## src/rtl/prio_cs_pkg.sv

```systemverilog
package prio_cs_pkg;
  localparam int CS_ADDR_W    = 16;
  localparam int CS_NUM_MAIN  = 4;
  localparam int CS_NUM_BOOT  = 4;
  localparam int CS_NUM_RAM   = 3;
  localparam int CS_NUM_WIN   = CS_NUM_MAIN + CS_NUM_BOOT + CS_NUM_RAM + 1;
  localparam int CS_MAIN_BASE = 0;
  localparam int CS_BOOT_BASE = CS_MAIN_BASE + CS_NUM_MAIN;
  localparam int CS_RAM_BASE  = CS_BOOT_BASE + CS_NUM_BOOT;
  localparam int CS_IO_IDX    = CS_RAM_BASE + CS_NUM_RAM;
  localparam int CS_IDX_W     = $clog2(CS_NUM_WIN);
  localparam int CS_FLD_W     = 2;
  localparam int CS_WADDR_W   = CS_IDX_W + CS_FLD_W;

  typedef enum logic [CS_FLD_W-1:0] {
    FLD_VALUE  = 2'd0,
    FLD_MASK   = 2'd1,
    FLD_ENABLE = 2'd2,
    FLD_RSVD   = 2'd3
  } winField_e;

  // Register load strobes passed from control to datapath
  typedef struct packed {
    logic [CS_NUM_WIN-1:0] ldValue;
    logic [CS_NUM_WIN-1:0] ldMask;
    logic [CS_NUM_WIN-1:0] ldEnable;
    logic [CS_ADDR_W-1:0]  data;
  } regStrobes_t;
endpackage

```

## src/rtl/prio_cs_ctrl.sv

```systemverilog
module prio_cs_ctrl
  import prio_cs_pkg::*;
(
  input  logic                  wrEn,
  input  logic [CS_WADDR_W-1:0] wrAddr,
  input  logic [CS_ADDR_W-1:0]  wrData,
  output regStrobes_t           strobes
);
  localparam logic [CS_IDX_W-1:0] LAST_IDX = CS_IDX_W'(CS_NUM_WIN - 1);

  logic [CS_IDX_W-1:0] winIdx;
  logic [CS_FLD_W-1:0] winFld;

  assign winIdx = wrAddr[CS_WADDR_W-1:CS_FLD_W];
  assign winFld = wrAddr[CS_FLD_W-1:0];

  always_comb begin
    strobes      = '0;
    strobes.data = wrData;
    if (wrEn && (winIdx <= LAST_IDX)) begin
      case (winFld)
        FLD_VALUE:  strobes.ldValue[winIdx]  = 1'b1;
        FLD_MASK:   strobes.ldMask[winIdx]   = 1'b1;
        FLD_ENABLE: strobes.ldEnable[winIdx] = 1'b1;
        default:    ;
      endcase
    end
  end
endmodule

```

## src/rtl/prio_cs_datapath.sv

```systemverilog
module prio_cs_datapath
  import prio_cs_pkg::*;
(
  input  logic                                 clk,
  input  logic                                 rstN,
  input  regStrobes_t                          strobes,
  input  logic [CS_ADDR_W-1:0]                 addr,
  output logic [CS_NUM_WIN-1:0][CS_ADDR_W-1:0] winValue,
  output logic [CS_NUM_WIN-1:0][CS_ADDR_W-1:0] winMask,
  output logic [CS_NUM_WIN-1:0]                winEn,
  output logic [CS_NUM_MAIN-1:0]               csMain,
  output logic [CS_NUM_BOOT-1:0]               csBoot,
  output logic                                 csSram,
  output logic                                 csIo,
  output logic                                 noHit
);
  logic [CS_NUM_WIN-1:0]  rawHit;
  logic [CS_NUM_MAIN-1:0] mainRaw, mainPick;
  logic [CS_NUM_BOOT-1:0] bootRaw, bootPick;
  logic                   ramAny, ioRaw, levelOne, bootAny;

  always_ff @(posedge clk or negedge rstN) begin
    if (!rstN) begin
      winValue <= '0;
      winMask  <= '0;
      winEn    <= '0;
    end else begin
      for (int w = 0; w < CS_NUM_WIN; w++) begin
        if (strobes.ldValue[w])  winValue[w] <= strobes.data;
        if (strobes.ldMask[w])   winMask[w]  <= strobes.data;
        if (strobes.ldEnable[w]) winEn[w]    <= strobes.data[0];
      end
    end
  end

  always_comb begin
    for (int w = 0; w < CS_NUM_WIN; w++)
      rawHit[w] = winEn[w] && (((addr ^ winValue[w]) & winMask[w]) == '0);
  end

  assign mainRaw = rawHit[CS_MAIN_BASE +: CS_NUM_MAIN];
  assign bootRaw = rawHit[CS_BOOT_BASE +: CS_NUM_BOOT];
  assign ramAny  = |rawHit[CS_RAM_BASE +: CS_NUM_RAM];
  assign ioRaw   = rawHit[CS_IO_IDX];

  // lowest-index survivor inside a level
  assign mainPick = mainRaw & (~mainRaw + CS_NUM_MAIN'(1));
  assign bootPick = bootRaw & (~bootRaw + CS_NUM_BOOT'(1));

  assign levelOne = ramAny | ioRaw;
  assign bootAny  = |bootRaw;

  assign csSram = ramAny;
  assign csIo   = ioRaw & ~ramAny;
  assign csBoot = levelOne ? '0 : bootPick;
  assign csMain = (levelOne | bootAny) ? '0 : mainPick;
  assign noHit  = ~(levelOne | bootAny | (|mainRaw));
endmodule

```

## src/rtl/prio_cs_cfgchk.sv

```systemverilog
module prio_cs_cfgchk
  import prio_cs_pkg::*;
#(
  parameter int MAIN_SECT_LOG2 = 14,
  parameter int BOOT_SECT_LOG2 = 13
) (
  input  logic [CS_NUM_WIN-1:0][CS_ADDR_W-1:0] winValue,
  input  logic [CS_NUM_WIN-1:0][CS_ADDR_W-1:0] winMask,
  input  logic [CS_NUM_WIN-1:0]                winEn,
  output logic                                 cfgErr
);
  function automatic logic windowsMeet(input logic [CS_ADDR_W-1:0] v1, m1, v2, m2);
    return ((v1 ^ v2) & m1 & m2) == '0;
  endfunction

  function automatic int freeBits(input logic [CS_ADDR_W-1:0] m);
    int n = 0;
    for (int b = 0; b < CS_ADDR_W; b++) if (!m[b]) n++;
    return n;
  endfunction

  logic overlapErr, sizeErr;

  always_comb begin
    overlapErr = 1'b0;
    for (int i = 0; i < CS_NUM_MAIN; i++)
      for (int j = i + 1; j < CS_NUM_MAIN; j++)
        if (winEn[CS_MAIN_BASE+i] && winEn[CS_MAIN_BASE+j] &&
            windowsMeet(winValue[CS_MAIN_BASE+i], winMask[CS_MAIN_BASE+i],
                        winValue[CS_MAIN_BASE+j], winMask[CS_MAIN_BASE+j]))
          overlapErr = 1'b1;
    for (int i = 0; i < CS_NUM_BOOT; i++)
      for (int j = i + 1; j < CS_NUM_BOOT; j++)
        if (winEn[CS_BOOT_BASE+i] && winEn[CS_BOOT_BASE+j] &&
            windowsMeet(winValue[CS_BOOT_BASE+i], winMask[CS_BOOT_BASE+i],
                        winValue[CS_BOOT_BASE+j], winMask[CS_BOOT_BASE+j]))
          overlapErr = 1'b1;
    for (int t = 0; t < CS_NUM_RAM; t++)
      if (winEn[CS_RAM_BASE+t] && winEn[CS_IO_IDX] &&
          windowsMeet(winValue[CS_RAM_BASE+t], winMask[CS_RAM_BASE+t],
                      winValue[CS_IO_IDX], winMask[CS_IO_IDX]))
        overlapErr = 1'b1;
  end

  always_comb begin
    sizeErr = 1'b0;
    for (int i = 0; i < CS_NUM_MAIN; i++)
      if (winEn[CS_MAIN_BASE+i] && (freeBits(winMask[CS_MAIN_BASE+i]) > MAIN_SECT_LOG2))
        sizeErr = 1'b1;
    for (int i = 0; i < CS_NUM_BOOT; i++)
      if (winEn[CS_BOOT_BASE+i] && (freeBits(winMask[CS_BOOT_BASE+i]) > BOOT_SECT_LOG2))
        sizeErr = 1'b1;
  end

  assign cfgErr = overlapErr | sizeErr;
endmodule

```

## src/rtl/prio_cs_decoder.sv

```systemverilog
module prio_cs_decoder
  import prio_cs_pkg::*;
#(
  parameter int MAIN_SECT_LOG2 = 14,
  parameter int BOOT_SECT_LOG2 = 13
) (
  input  logic                   clk,
  input  logic                   rstN,
  input  logic                   wrEn,
  input  logic [CS_WADDR_W-1:0]  wrAddr,
  input  logic [CS_ADDR_W-1:0]   wrData,
  input  logic [CS_ADDR_W-1:0]   addr,
  output logic [CS_NUM_MAIN-1:0] csMain,
  output logic [CS_NUM_BOOT-1:0] csBoot,
  output logic                   csSram,
  output logic                   csIo,
  output logic                   noHit,
  output logic                   cfgErr
);
  regStrobes_t                          strobes;
  logic [CS_NUM_WIN-1:0][CS_ADDR_W-1:0] winValue;
  logic [CS_NUM_WIN-1:0][CS_ADDR_W-1:0] winMask;
  logic [CS_NUM_WIN-1:0]                winEn;

  prio_cs_ctrl ctrl_i (
    .wrEn    (wrEn),
    .wrAddr  (wrAddr),
    .wrData  (wrData),
    .strobes (strobes)
  );

  prio_cs_datapath dp_i (
    .clk      (clk),
    .rstN     (rstN),
    .strobes  (strobes),
    .addr     (addr),
    .winValue (winValue),
    .winMask  (winMask),
    .winEn    (winEn),
    .csMain   (csMain),
    .csBoot   (csBoot),
    .csSram   (csSram),
    .csIo     (csIo),
    .noHit    (noHit)
  );

  prio_cs_cfgchk #(
    .MAIN_SECT_LOG2 (MAIN_SECT_LOG2),
    .BOOT_SECT_LOG2 (BOOT_SECT_LOG2)
  ) chk_cfg_i (
    .winValue (winValue),
    .winMask  (winMask),
    .winEn    (winEn),
    .cfgErr   (cfgErr)
  );
endmodule

```

## config.mk

```make
export PLATFORM = sky130hd
export DESIGN_NAME = prio_cs_decoder
export DESIGN_NICKNAME = d
export VERILOG_FILES = /design/src/rtl/prio_cs_pkg.sv /design/src/rtl/prio_cs_ctrl.sv /design/src/rtl/prio_cs_datapath.sv /design/src/rtl/prio_cs_cfgchk.sv /design/src/rtl/prio_cs_decoder.sv
export SDC_FILE = /design/constraint.sdc
export NUM_CORES = 1
export LEC_CHECK = 0
export ABC_AREA = 1
export ABC_CLOCK_PERIOD_IN_PS = 10000
export BUFFER_PORTS_ARGS = -buffer_cell sky130_fd_sc_hd__buf_4
export CELL_PAD_IN_SITES_DETAIL_PLACEMENT = 1
export CELL_PAD_IN_SITES_GLOBAL_PLACEMENT = 1
export CORE_MARGIN = 1.5
export CORE_UTILIZATION = 47
export DETAILED_ROUTE_END_ITERATION = 10
export PLACE_DENSITY = 0.86
export REMOVE_ABC_BUFFERS = 1
export SLEW_MARGIN = 20
export SYNTH_ARGS = -nofsm -noshare
export SYNTH_HDL_FRONTEND = slang
export SYNTH_SLANG_ARGS = --single-unit
```

## constraint.sdc

```tcl
create_clock -name clk -period 10 [get_ports clk]
set_input_delay 0.5 -clock clk [delete_from_list [all_inputs] [get_ports clk]]
set_output_delay 0.5 -clock clk [all_outputs]
set_load 0.02 [all_outputs]
```

==> flow_summary.ini <==
[outcome]
outcome = finished clean

[cts]
cts_buffer_depth = 3
numCtsBuffers = 47
cts_tree = built
clock_latency_ns = 0.66
cts.htree.levels = 2
cts.sinks = 396
clk_pin_slew_worst_paths_ns = 0.06
root_buffer = clkbuf_16

[sta]
layout_min_cycle_time_ns = 9.71
timing.final.crit_share = 0.971
finalHoldViolations = 0
setup_viol = 0
timing.hold.ws_ns = 0.383
relSlewSlack = 0.221
fmax_mhz = 103
slew_viol_final = 0
fin_skew_ns = 0
worst_pin_slew_ns = 1.16

[synthesis]
yosys.cell_count.top_type = nand2_1
ys_seq_elements = 396
async_reset_ff_frac = 1.00
synth_top_area_cell = dfrtp_1
yosysSeqAreaShare = 0.276
synth_top_family_by_area = simple AND/OR/NAND/NOR gates
syn-instance-count = 5723
synthXorXnorAreaFrac = 0.0174
netlist_area_mm2 = 0.0359
synth_top_area_share = 0.276
ys_types = 63
avgSynthCellArea_um2 = 6.27
synth_edf_count = 0
synth_compound_area_frac = 0.192
synthSimpleGateAreaFrac = 0.364
netlist_top_cells_area = dfrtp_1 28%, nand2_1 17%, o21ai_0 8.7%, inv_1 7.0%, nand3_1 6.1%
muxShareOfSynthArea = 0.000558
synth_common_cells = 1632 x nand2_1, 673 x inv_1, 626 x o21ai_0
yosys.area_share.adder = 0.0429
ys_warn_count = 0
ys.flop_type = dfrtp_1

[placement]
port-buffer-count = 52
dp_cells = 6520
globalplace.congestion = 1.02
place_hpwl_mm = 102

[route]
dr.pass1.iters = 6
vias = 40200
post_drt_wl_per_cell_um = 21.3
vias_per_cell = 6.00
antenna_left = 0
drc = 0
drt_wl_total_mm = 142
dr.first_iter.drc_count = 3374

[setup_path]
end_kind = output pin
slowest_delay_ns = 0.39
crit_path_max_fanout = 4
worst_path_max_delay_cell = dfrtp_2
cp.required_ns = 9.50
worst_path_most_repeated_cell = nand2_2
cp.arrival_ns = 9.21
setup.worst_path.start_class = flip-flop
critPathKind = flip-flop to output pin

[finish]
nFillCells = 10200
fin_cells = 6703
layout-drive-gt1-share = 0.149
nNetsFinal = 5853
area_delta_synth_final_pct = 11.7

[global_routing]
grt_pass1_wl_mm = 218
grt_pass1_vias = 40000
grt_max_degree = 156
grtUsageTotal = 0.352
grt-ovfl-total = 0
antenna_found_initial = 7

[floorplan]
dieWidth_um = 279
core_area_mm2 = 0.0757
ios = 53
fp.dieH_um = 279
start_util = 0.474
die-area_mm2 = 0.0780
row_count = 101

[hold_path]
hold_path_class = input port to flip-flop

[run]
cap_violations = 0
==> sequential cells by signal, indices dropped and copies added (netlist names) <==
| signal | count |
|---|---|
| dp_i.winEn | 12 |
| dp_i.winMask | 192 |
| dp_i.winValue | 192 |
==> final timing paths <==
kind	startpoint	end	slack, ns	cells past startpoint
max	dp_i.winMask[16]$_DFFE_PN0P_	cfgErr	0.29	61
min	wrAddr[2]	dp_i.winEn[0]$_DFFE_PN0P_	0.38	5
max reg2reg	dp_i.winMask[6]$_DFFE_PN0P_	dp_i.winMask[6]$_DFFE_PN0P_	8.96	2
min reg2reg	dp_i.winMask[141]$_DFFE_PN0P_	dp_i.winMask[141]$_DFFE_PN0P_	0.49	2
max in group asynchronous	rstN	dp_i.winMask[62]$_DFFE_PN0P_	7.08	4
min in group asynchronous	rstN	dp_i.winMask[108]$_DFFE_PN0P_	0.53	2
==> cells in the final DEF (no fill, tap or decap), types with 45 or more instances in the layout <==
| cell type | synthesis | routed |
|---|---|---|
| nand3_2 | 78 | 89 |
| dfrtp_1 | 396 | 387 |
| a211oi_1 | 61 | 61 |
| buf_4 | 1 | 173 |
| inv_1 | 673 | 647 |
| nor2_1 | 336 | 325 |
| o21ai_0 | 626 | 620 |
| xor2_1 | 45 | 45 |
| nand3b_1 | 51 | 51 |
| clkbuf_16 | 0 | 47 |
| a21oi_1 | 319 | 310 |
| nand3_1 | 437 | 425 |
| ha_1 | 123 | 83 |
| nand2_2 | 132 | 220 |
| inv_2 | 68 | 85 |
| nand2_1 | 1632 | 1529 |
| nand4_1 | 68 | 68 |
| o211ai_1 | 108 | 108 |
==> worst max-delay path, delay by kind of cell (launching register included) <==
family	cells	cell delay, ns
XOR/XNOR	2	0.40
AO/OA/AOI/OAI	3	0.36
adder cells (fa/ha/maj)	11	2.83
buffers and inverters	16	1.32
flip-flops	1	0.39
AND/OR/NAND/NOR	29	3.31
==> area by class of cell <==
type	count	area, µm²	share of cell area
diodes	1	2.50	0.0000624
clock buffers	66	1330	0.0331
clock inverters	18	272	0.00677
inverters	747	2820	0.0703
multi-input cells	4319	23200	0.578
flip-flops and latches	396	9920	0.247
well taps	978	1220	0.0305
repair buffers	178	1370	0.0341
==> per-layer routing <==
metal | GRT usage | wire length, µm | up-vias
met4 | 0.172 | 8310 | 4
met3 | 0.0480 | 9360 | 440
met1 | 0.441 | 57800 | 19600
met5 | 0 | 24 | -
li1 | - | - | 18700
met2 | 0.594 | 67000 | 1430
==> cells by family after synthesis <==
logic type / after synthesis
AND/OR/NAND/NOR: 2891
adder cells (fa/ha/maj): 123
multiplexers: 2
flip-flops: 396
buffers and inverters: 1008
AO/OA/AOI/OAI: 1235
XOR/XNOR: 68
==> per-stage QoR <==
| stage | TNS (ns) | setup slack [ns] | cell area (µm²) | utilization |
|---|---|---|---|---|
| 2_1_floorplan | 0 | 0.978 | 34900 | - |
| 3_3_place_gp | 0 | 0.364 | 36700 | 0.485 |
| 3_5_place_dp | -0.0750 | -0.0750 | 36700 | 0.485 |
| 4_1_cts | 0 | 0.00195 | 38900 | 0.513 |
| 5_1_grt | -0.166 | -0.166 | 40100 | 0.530 |
| 6_report | 0 | 0.285 | 40100 | 0.530 |
==> repair_timing <==
action,CTS,global route
resized for setup,89,181
endpoints found under the setup margin,1,1
hold buffers,1,0
pin swaps,28,105
buffers inserted,34,63
hold endpoints to repair,99,0
cloned,0,0
Power is left out: the tool's default activity adds up to more than one toggle a clock period on the data nets, which glitch-free logic cannot reach.
